$ cat src/rtl/spotpre_pkg.sv
package spotpre_pkg;

   localparam int SPOT_CODE_W = 4;
   localparam int NUM_SPOTS   = 12;
   localparam int MAX_RATIO   = 19440;
   localparam int HALVE_CODE  = 11;

   // divide ratio to 8 kHz; 0 marks an unsupported code
   function automatic int to8k_ratio(input int code);
      case (code)
         0, 1, 2: return 1;
         3:       return 193;
         4:       return 256;
         5:       return 810;
         6:       return 2430;
         7:       return 3240;
         8:       return 4860;
         9:       return 6480;
         10:      return 9720;
         11:      return 19440;
         default: return 0;
      endcase
   endfunction

   // ratio in direct mode: pass-through, fastest spot halved
   function automatic int direct_ratio(input int code);
      if (code == HALVE_CODE) return 2;
      if (code < NUM_SPOTS)   return 1;
      return 0;
   endfunction

endpackage

$ cat src/rtl/spotpre_sync.sv
module spotpre_sync #(
   parameter int STAGES = 2
) (
   input  logic clk,
   input  logic rst_n,
   input  logic async_i,
   output logic rise_o
);
   logic [STAGES-1:0] chain_q;
   logic              last_q;

   if (STAGES < 2) begin : g_bad_stages
      $error("spotpre_sync: STAGES must be at least 2");
   end

   for (genvar g = 0; g < STAGES; g++) begin : g_stage
      if (g == 0) begin : g_first
         always_ff @(posedge clk or negedge rst_n) begin
            if (!rst_n) chain_q[0] <= 1'b0;
            else        chain_q[0] <= async_i;
         end
      end else begin : g_next
         always_ff @(posedge clk or negedge rst_n) begin
            if (!rst_n) chain_q[g] <= 1'b0;
            else        chain_q[g] <= chain_q[g-1];
         end
      end
   end

   always_ff @(posedge clk or negedge rst_n) begin
      if (!rst_n) begin
         last_q <= 1'b0;
         rise_o <= 1'b0;
      end else begin
         last_q <= chain_q[STAGES-1];
         rise_o <= chain_q[STAGES-1] & ~last_q;
      end
   end
endmodule

$ cat src/rtl/spotpre_ratio.sv
module spotpre_ratio
   import spotpre_pkg::*;
#(
   parameter int CODE_W = 4,
   parameter int CNT_W  = 15
) (
   input  logic [CODE_W-1:0] code_i,
   input  logic              to8k_i,
   output logic [CNT_W-1:0]  ratio_o,
   output logic              valid_o
);
   int sel;

   if (CNT_W < $clog2(MAX_RATIO + 1)) begin : g_bad_width
      $error("spotpre_ratio: CNT_W too small for largest ratio");
   end
   if (CODE_W < SPOT_CODE_W) begin : g_bad_code
      $error("spotpre_ratio: CODE_W too small for spot table");
   end

   always_comb begin
      sel     = to8k_i ? to8k_ratio(int'(code_i)) : direct_ratio(int'(code_i));
      valid_o = (sel != 0);
      ratio_o = valid_o ? CNT_W'(sel) : CNT_W'(1);
   end
endmodule

$ cat src/rtl/spotpre_div.sv
module spotpre_div #(
   parameter int CNT_W = 15
) (
   input  logic             clk,
   input  logic             rst_n,
   input  logic             edge_i,
   input  logic             valid_i,
   input  logic             restart_i,
   input  logic [CNT_W-1:0] ratio_i,
   output logic [CNT_W-1:0] cnt_o,
   output logic             evt_o
);
   logic [CNT_W-1:0] last_idx;
   assign last_idx = ratio_i - CNT_W'(1);

   always_ff @(posedge clk or negedge rst_n) begin
      if (!rst_n) begin
         cnt_o <= '0;
         evt_o <= 1'b0;
      end else begin
         evt_o <= 1'b0;
         if (restart_i) begin
            cnt_o <= '0;
         end else if (edge_i && valid_i) begin
            if (cnt_o >= last_idx) begin
               cnt_o <= '0;
               evt_o <= 1'b1;
            end else begin
               cnt_o <= cnt_o + CNT_W'(1);
            end
         end
      end
   end
endmodule

$ cat src/rtl/spot_prescaler.sv
module spot_prescaler #(
   parameter int CODE_W      = 4,
   parameter int CNT_W       = 15,
   parameter int SYNC_STAGES = 2
) (
   input  logic              clk,
   input  logic              rst_n,
   input  logic              ref_in,
   input  logic [CODE_W-1:0] freq_code,
   input  logic              div8k_mode,
   output logic              evt_out
);
   logic              rise_q;
   logic              cfg_valid;
   logic [CNT_W-1:0]  cfg_ratio;
   logic [CNT_W-1:0]  div_cnt;
   logic [CODE_W:0]   cfg_q;
   logic              cfg_change;

   assign cfg_change = (cfg_q != {freq_code, div8k_mode});

   always_ff @(posedge clk or negedge rst_n) begin
      if (!rst_n) cfg_q <= '0;
      else        cfg_q <= {freq_code, div8k_mode};
   end

   spotpre_sync #(.STAGES(SYNC_STAGES)) u_sync (
      .clk(clk), .rst_n(rst_n), .async_i(ref_in), .rise_o(rise_q)
   );

   spotpre_ratio #(.CODE_W(CODE_W), .CNT_W(CNT_W)) u_ratio (
      .code_i(freq_code), .to8k_i(div8k_mode),
      .ratio_o(cfg_ratio), .valid_o(cfg_valid)
   );

   spotpre_div #(.CNT_W(CNT_W)) u_div (
      .clk(clk), .rst_n(rst_n), .edge_i(rise_q), .valid_i(cfg_valid),
      .restart_i(cfg_change), .ratio_i(cfg_ratio),
      .cnt_o(div_cnt), .evt_o(evt_out)
   );
endmodule

$ cat config.mk
export PLATFORM = sky130hd
export DESIGN_NAME = spot_prescaler
export DESIGN_NICKNAME = d
export VERILOG_FILES = /design/src/rtl/spotpre_pkg.sv /design/src/rtl/spotpre_sync.sv /design/src/rtl/spotpre_ratio.sv /design/src/rtl/spotpre_div.sv /design/src/rtl/spot_prescaler.sv
export SDC_FILE = /design/constraint.sdc
export NUM_CORES = 1
export LEC_CHECK = 0
export ABC_AREA = 0
export BUFFER_PORTS_ARGS = -buffer_cell sky130_fd_sc_hd__buf_2
export CORE_UTILIZATION = 55
export CTS_CLUSTER_DIAMETER = 100
export DETAILED_ROUTE_END_ITERATION = 10
export PLACE_DENSITY = 0.7
export SYNTH_ARGS = -nofsm -noshare
export SYNTH_HDL_FRONTEND = slang
export SYNTH_SLANG_ARGS = --single-unit
$ cat constraint.sdc
create_clock -name clk -period 3.3 [get_ports clk]
set_input_delay 0.33 -clock clk [delete_from_list [all_inputs] [get_ports clk]]
set_output_delay 0.33 -clock clk [all_outputs]
set_load 0.02 [all_outputs]
==> tab_implementation.tex <==
\begin{tabular}{lr}
\hline
Metric & Value \\
\hline
\multicolumn{2}{l}{\textbf{Clock tree}} \\
\quad Clock input transition at the sequential cells of the worst setup and hold paths & 0.10 ns \\
\quad Sink Count & 25 \\
\quad TritonCTS clock tree & yes \\
\quad Latest clock arrival within the worst-skew pair & 0.28 ns \\
\quad Clk Tree Root Cell & clkbuf\_8 \\
\quad TritonCTS buffer count & 3 \\
\quad Number of levels in the clock H-tree & 1 \\
\quad Number of buffers inserted by hold repair at cts & 0 \\
\quad Buffers from clock root to sink, at most & 2 \\
\multicolumn{2}{l}{\textbf{Final layout}} \\
\quad Fill cell instance count of the final layout & 268 \\
\quad Layout Area Growth over Synthesis & 32.7\% \\
\quad Final Net Count & 337 \\
\quad Post-route non-filler standard cell count & 352 \\
\quad Post-route cell area & 2850 um\^{}2 \\
\quad Share of layout cells above drive strength 1 & 31.9\% \\
\quad N\_diodes & 0 \\
\multicolumn{2}{l}{\textbf{Synthesis}} \\
\quad Number of distinct library cells after synthesis & 51 \\
\quad Ys flop type & dfrtp\_1 \\
\quad Async set-reset flop share out of synthesis & 100\% \\
\quad Net count after synthesis & 283 \\
\quad EDFF count, synth & 0 \\
\quad Register area share after synthesis & 29.1\% \\
\quad Synth Instances & 251 \\
\quad Post-Synthesis Cell Area & 2150 um\^{}2 \\
\quad Top cell type by total area after synthesis & dfrtp\_1 \\
\quad Mean instance size in the synthesized netlist & 8.56 um\^{}2 \\
\quad Number of warning messages in the yosys log & 0 \\
\quad Synthesized flop and latch total & 25 \\
\quad Yosys top cell area share & 29.1\% \\
\quad Cell types occupying the most area after synthesis & dfrtp\_1 29\%, ha\_1 14\%, nand2\_1 4.9\% \\
\multicolumn{2}{l}{\textbf{GRT}} \\
\quad Global-route usage over all layers & 28.1\% \\
\quad Global-route wire length before repair & 9180 um \\
\quad Final global-route overflow total & 0 \\
\quad Met2 demand-to-capacity share in global routing & 48.2\% \\
\quad Number of global-route vias before repair & 1,973 \\
\quad Pin count of the biggest net entering global routing & 26 \\
\quad Global-route track usage on met1 & 38.4\% \\
\quad GRT Max-Usage Layer & met2 \\
\quad Global-route met3 utilization & 2.64\% \\
\quad Initial antenna violation count & 0 \\
\multicolumn{2}{l}{\textbf{Setup path}} \\
\quad Reg2reg path depth & 7 \\
\quad Nature of the critical path startpoint & primary input \\
\quad Critical Path Slowest Stage Cell & ha\_1 \\
\quad Type of the worst setup path & primary input to register \\
\quad Highest cell delay on the worst timing path & 0.31 ns \\
\quad Reg-to-reg setup timing slack & 0.86 ns \\
\quad Arrival time of the worst setup path & 4.02 ns \\
\quad Critical-path cell list & buf\_8 > clkinvlp\_4 > ha\_4 > o32a\_1 > and3\_4 > nand2\_2 > and2\_4 > ha\_4 > a21boi\_4 > nand2\_2 > o22ai\_1 > ha\_1 > and3\_4 > a22o\_1 > a311o\_1 > a211oi\_4 > buf\_6 > buf\_6 > a31oi\_4 > o22ai\_2 \\
\quad Worst r2r dst & u\_div.cnt\_o[14]\$\_DFFE\_PN0P\_ \\
\quad Launch point of the critical path & freq\_code[0] \\
\quad Launch point of the worst reg-to-reg path & u\_div.cnt\_o[1]\$\_DFFE\_PN0P\_ \\
\quad Critical Path RT & 3.50 ns \\
\quad Endpoint class of the critical path & register \\
\quad CP max FO & 5 \\
\quad Setup crit end & u\_div.cnt\_o[5]\$\_DFFE\_PN0P\_ \\
\multicolumn{2}{l}{\textbf{Placed design}} \\
\quad Cell count after placement & 340 \\
\quad Count of port buffers added during placement & 8 \\
\quad GPL Wtd Cong & 0.904 \\
\quad Detailed Place HPWL & 4160 um \\
\quad Placed inst area & 2620 um\^{}2 \\
\quad Worst slack at placement & -0.824 ns \\
\multicolumn{2}{l}{\textbf{STA}} \\
\quad Post-Route Skew & 0.00697 ns \\
\quad Total of endpoints with negative setup slack in the final report & 16 \\
\quad Worst path setup slack after routing & -0.518 ns \\
\quad Worst hold slack & 0.0330 ns \\
\quad Hold violation count in the final report & 0 \\
\quad Clock period minus worst slack & 3.82 ns \\
\quad Transition time at the pin with the least slew margin & 0.719 ns \\
\quad Crit share post-route & 116\% \\
\quad Upper clock frequency limit & 262 MHz \\
\quad Max\_slew headroom & 51.6\% \\
\quad Setup repair after global routing missed its margin & yes \\
\quad Count of pins over their slew limit & 0 \\
\multicolumn{2}{l}{\textbf{Routing}} \\
\quad Total Wirelength & 5630 um \\
\quad Total via count in the routed design & 2,094 \\
\quad DRC errors left & 0 \\
\quad Vias per cell & 5.95 \\
\quad Initial detailed-routing violation count & 92 \\
\quad Average detailed-routed wire length per instance & 16.0 um \\
\quad Antenna Violating Nets Remaining & 0 \\
\quad Detailed-routing iteration count for the pre-antenna-repair pass & 4 \\
\multicolumn{2}{l}{\textbf{Die}} \\
\quad Width of the die & 64.5 um \\
\quad Number of cell rows & 22 \\
\quad Die Span Y & 64.5 um \\
\quad Placeable core area & 3720 um\^{}2 \\
\quad Initial core utilization & 57.8\% \\
\quad I/O pin count & 9 \\
\quad Die Area & 4160 um\^{}2 \\
\multicolumn{2}{l}{\textbf{Min path}} \\
\quad Path category of the worst min-delay check & primary input to async pin \\
\multicolumn{2}{l}{\textbf{Power and ir drop}} \\
\quad P per Cell Area & 266 nW/um\^{}2 \\
\quad IR Drop Worst-Case VDD & 0.222 mV \\
\quad Reported leakage power & 1.22 nW \\
\multicolumn{2}{l}{\textbf{Outcome}} \\
\quad Status & finished, violations left \\
\quad Violations in the final reports & setup timing \\
\multicolumn{2}{l}{\textbf{Flow run}} \\
\quad Max-cap viol count & 0 \\
\hline
\end{tabular}
==> state kept, by name, indices dropped and copies added, names as in the netlist <==
name,flops
u_div.evt_o,1
u_sync.chain_q,2
u_sync.rise_o,1
u_div.cnt_o,15
cfg_q,5
u_sync.last_q,1
==> per-stage QoR <==
stage	TNS (ns)	utilization [%]	power, mW
after floorplan	-8.88	-	0.452
after global placement	-11.17	70.5	0.538
after detailed placement	-12.53	70.5	0.544
after CTS	-6.34	74.0	0.750
after global routing	-9.09	76.7	0.797
final	-7.51	76.7	0.757
==> report_power, final <==
group | switching, mW | leakage, nW | internal (mW)
Clock | 0.109 | 0.0261 | 0.0887
Sequential | 0.00233 | 0.330 | 0.312
Combinational | 0.124 | 0.859 | 0.121
Total | 0.236 | 1.22 | 0.522
==> repair_timing <==
action | 4_1_cts | 5_1_grt
buffers inserted | 4 | 2
cloned | 2 | 0
gates resized for setup | 15 | 14
setup endpoints to repair | 16 | 16
pin swaps | 1 | 4
==> final cells by class <==
class | count | area [um^2] | area share (%)
clock buffer | 3 | 41.3 | 1.45
clock inverter | 1 | 8.76 | 0.307
inverter | 17 | 71.3 | 2.50
multi-input combinational | 198 | 1560 | 54.7
sequential | 25 | 626 | 21.9
tap | 48 | 60.1 | 2.11
timing repair buffer | 60 | 485 | 17.0
==> placed cells by master, fill, tap and decap left out, types with 3 or more instances in the layout <==
master,count
nor2_1,10
xor2_1,6
nand4_1,6
o22ai_1,11
and2_1,5
nand2b_1,5
a32oi_1,3
dfrtp_1,25
o21ai_0,10
buf_4,46
buf_8,3
a31oi_1,7
buf_2,6
nand3_1,10
ha_1,20
o21a_1,3
a21oi_1,9
clkbuf_8,3
nor2b_1,7
nand2_1,26
a21o_1,3
ha_4,4
buf_6,4
inv_1,15
==> how the worst min path moves through the flow <==
| stage | from | to | slack (ns) | depth (start not counted) |
|---|---|---|---|---|
| finish | rst_n | u_div.cnt_o[3]$_DFFE_PN0P_ | 0.03 | 1 |
| global route | rst_n | u_sync.last_q$_DFF_PN0_ | 0.07 | 1 |
| CTS | rst_n | u_sync.rise_o$_DFF_PN0_ | 0.06 | 1 |
| detailed placement | u_sync.chain_q[0]$_DFF_PN0_ | u_sync.chain_q[1]$_DFF_PN0_ | 0.35 | 0 |
| global placement | u_sync.chain_q[0]$_DFF_PN0_ | u_sync.chain_q[1]$_DFF_PN0_ | 0.33 | 0 |
| floorplan | rst_n | cfg_q[0]$_DFF_PN0_ | 0.03 | 0 |
==> critical path: cells and delay by family <==
family | cells | cell delay, ns
AO/OA/AOI/OAI | 8 | 1.76
AND/OR/NAND/NOR | 5 | 0.69
adder cells (fa/ha/maj) | 3 | 0.70
buffers and inverters | 4 | 0.53
==> logic make-up (layout without fill, tap and decap cells) <==
| logic type | Yosys count | after routing | synth area share [%] |
|---|---|---|---|
| AOI/OAI and AO/OA | 77 | 77 | 26.5 |
| xor gates and xnor gates | 8 | 8 | 3.26 |
| adders and majority gates | 24 | 24 | 14.0 |
| buffers and inverters | 28 | 81 | 5.82 |
| DFF | 25 | 25 | 29.1 |
| and+or+nand+nor | 89 | 89 | 21.3 |
==> metal layers <==
layer / routed length, um / part of all wire [%]
met1: 2600 / 46
met2: 2840 / 50
met3: 157 / 2.8
met4: 44 / 0.78
met5: 0 / 0
==> cell usage after synthesis (all sizes together) (3+ instances only) <==
| master | count |
|---|---|
| a21o | 3 |
| a21oi | 11 |
| a31oi | 9 |
| a32oi | 5 |
| and2 | 7 |
| and3 | 4 |
| buf | 9 |
| dfrtp | 25 |
| ha | 24 |
| inv | 17 |
| nand2 | 28 |
| nand2b | 5 |
| nand3 | 11 |
| nand4 | 6 |
| nor2 | 11 |
| nor2b | 7 |
| o21a | 3 |
| o21ai | 12 |
| o22ai | 12 |
| o31ai | 4 |
| xor2 | 6 |
Note: power is estimated with default switching activity, not from simulation.
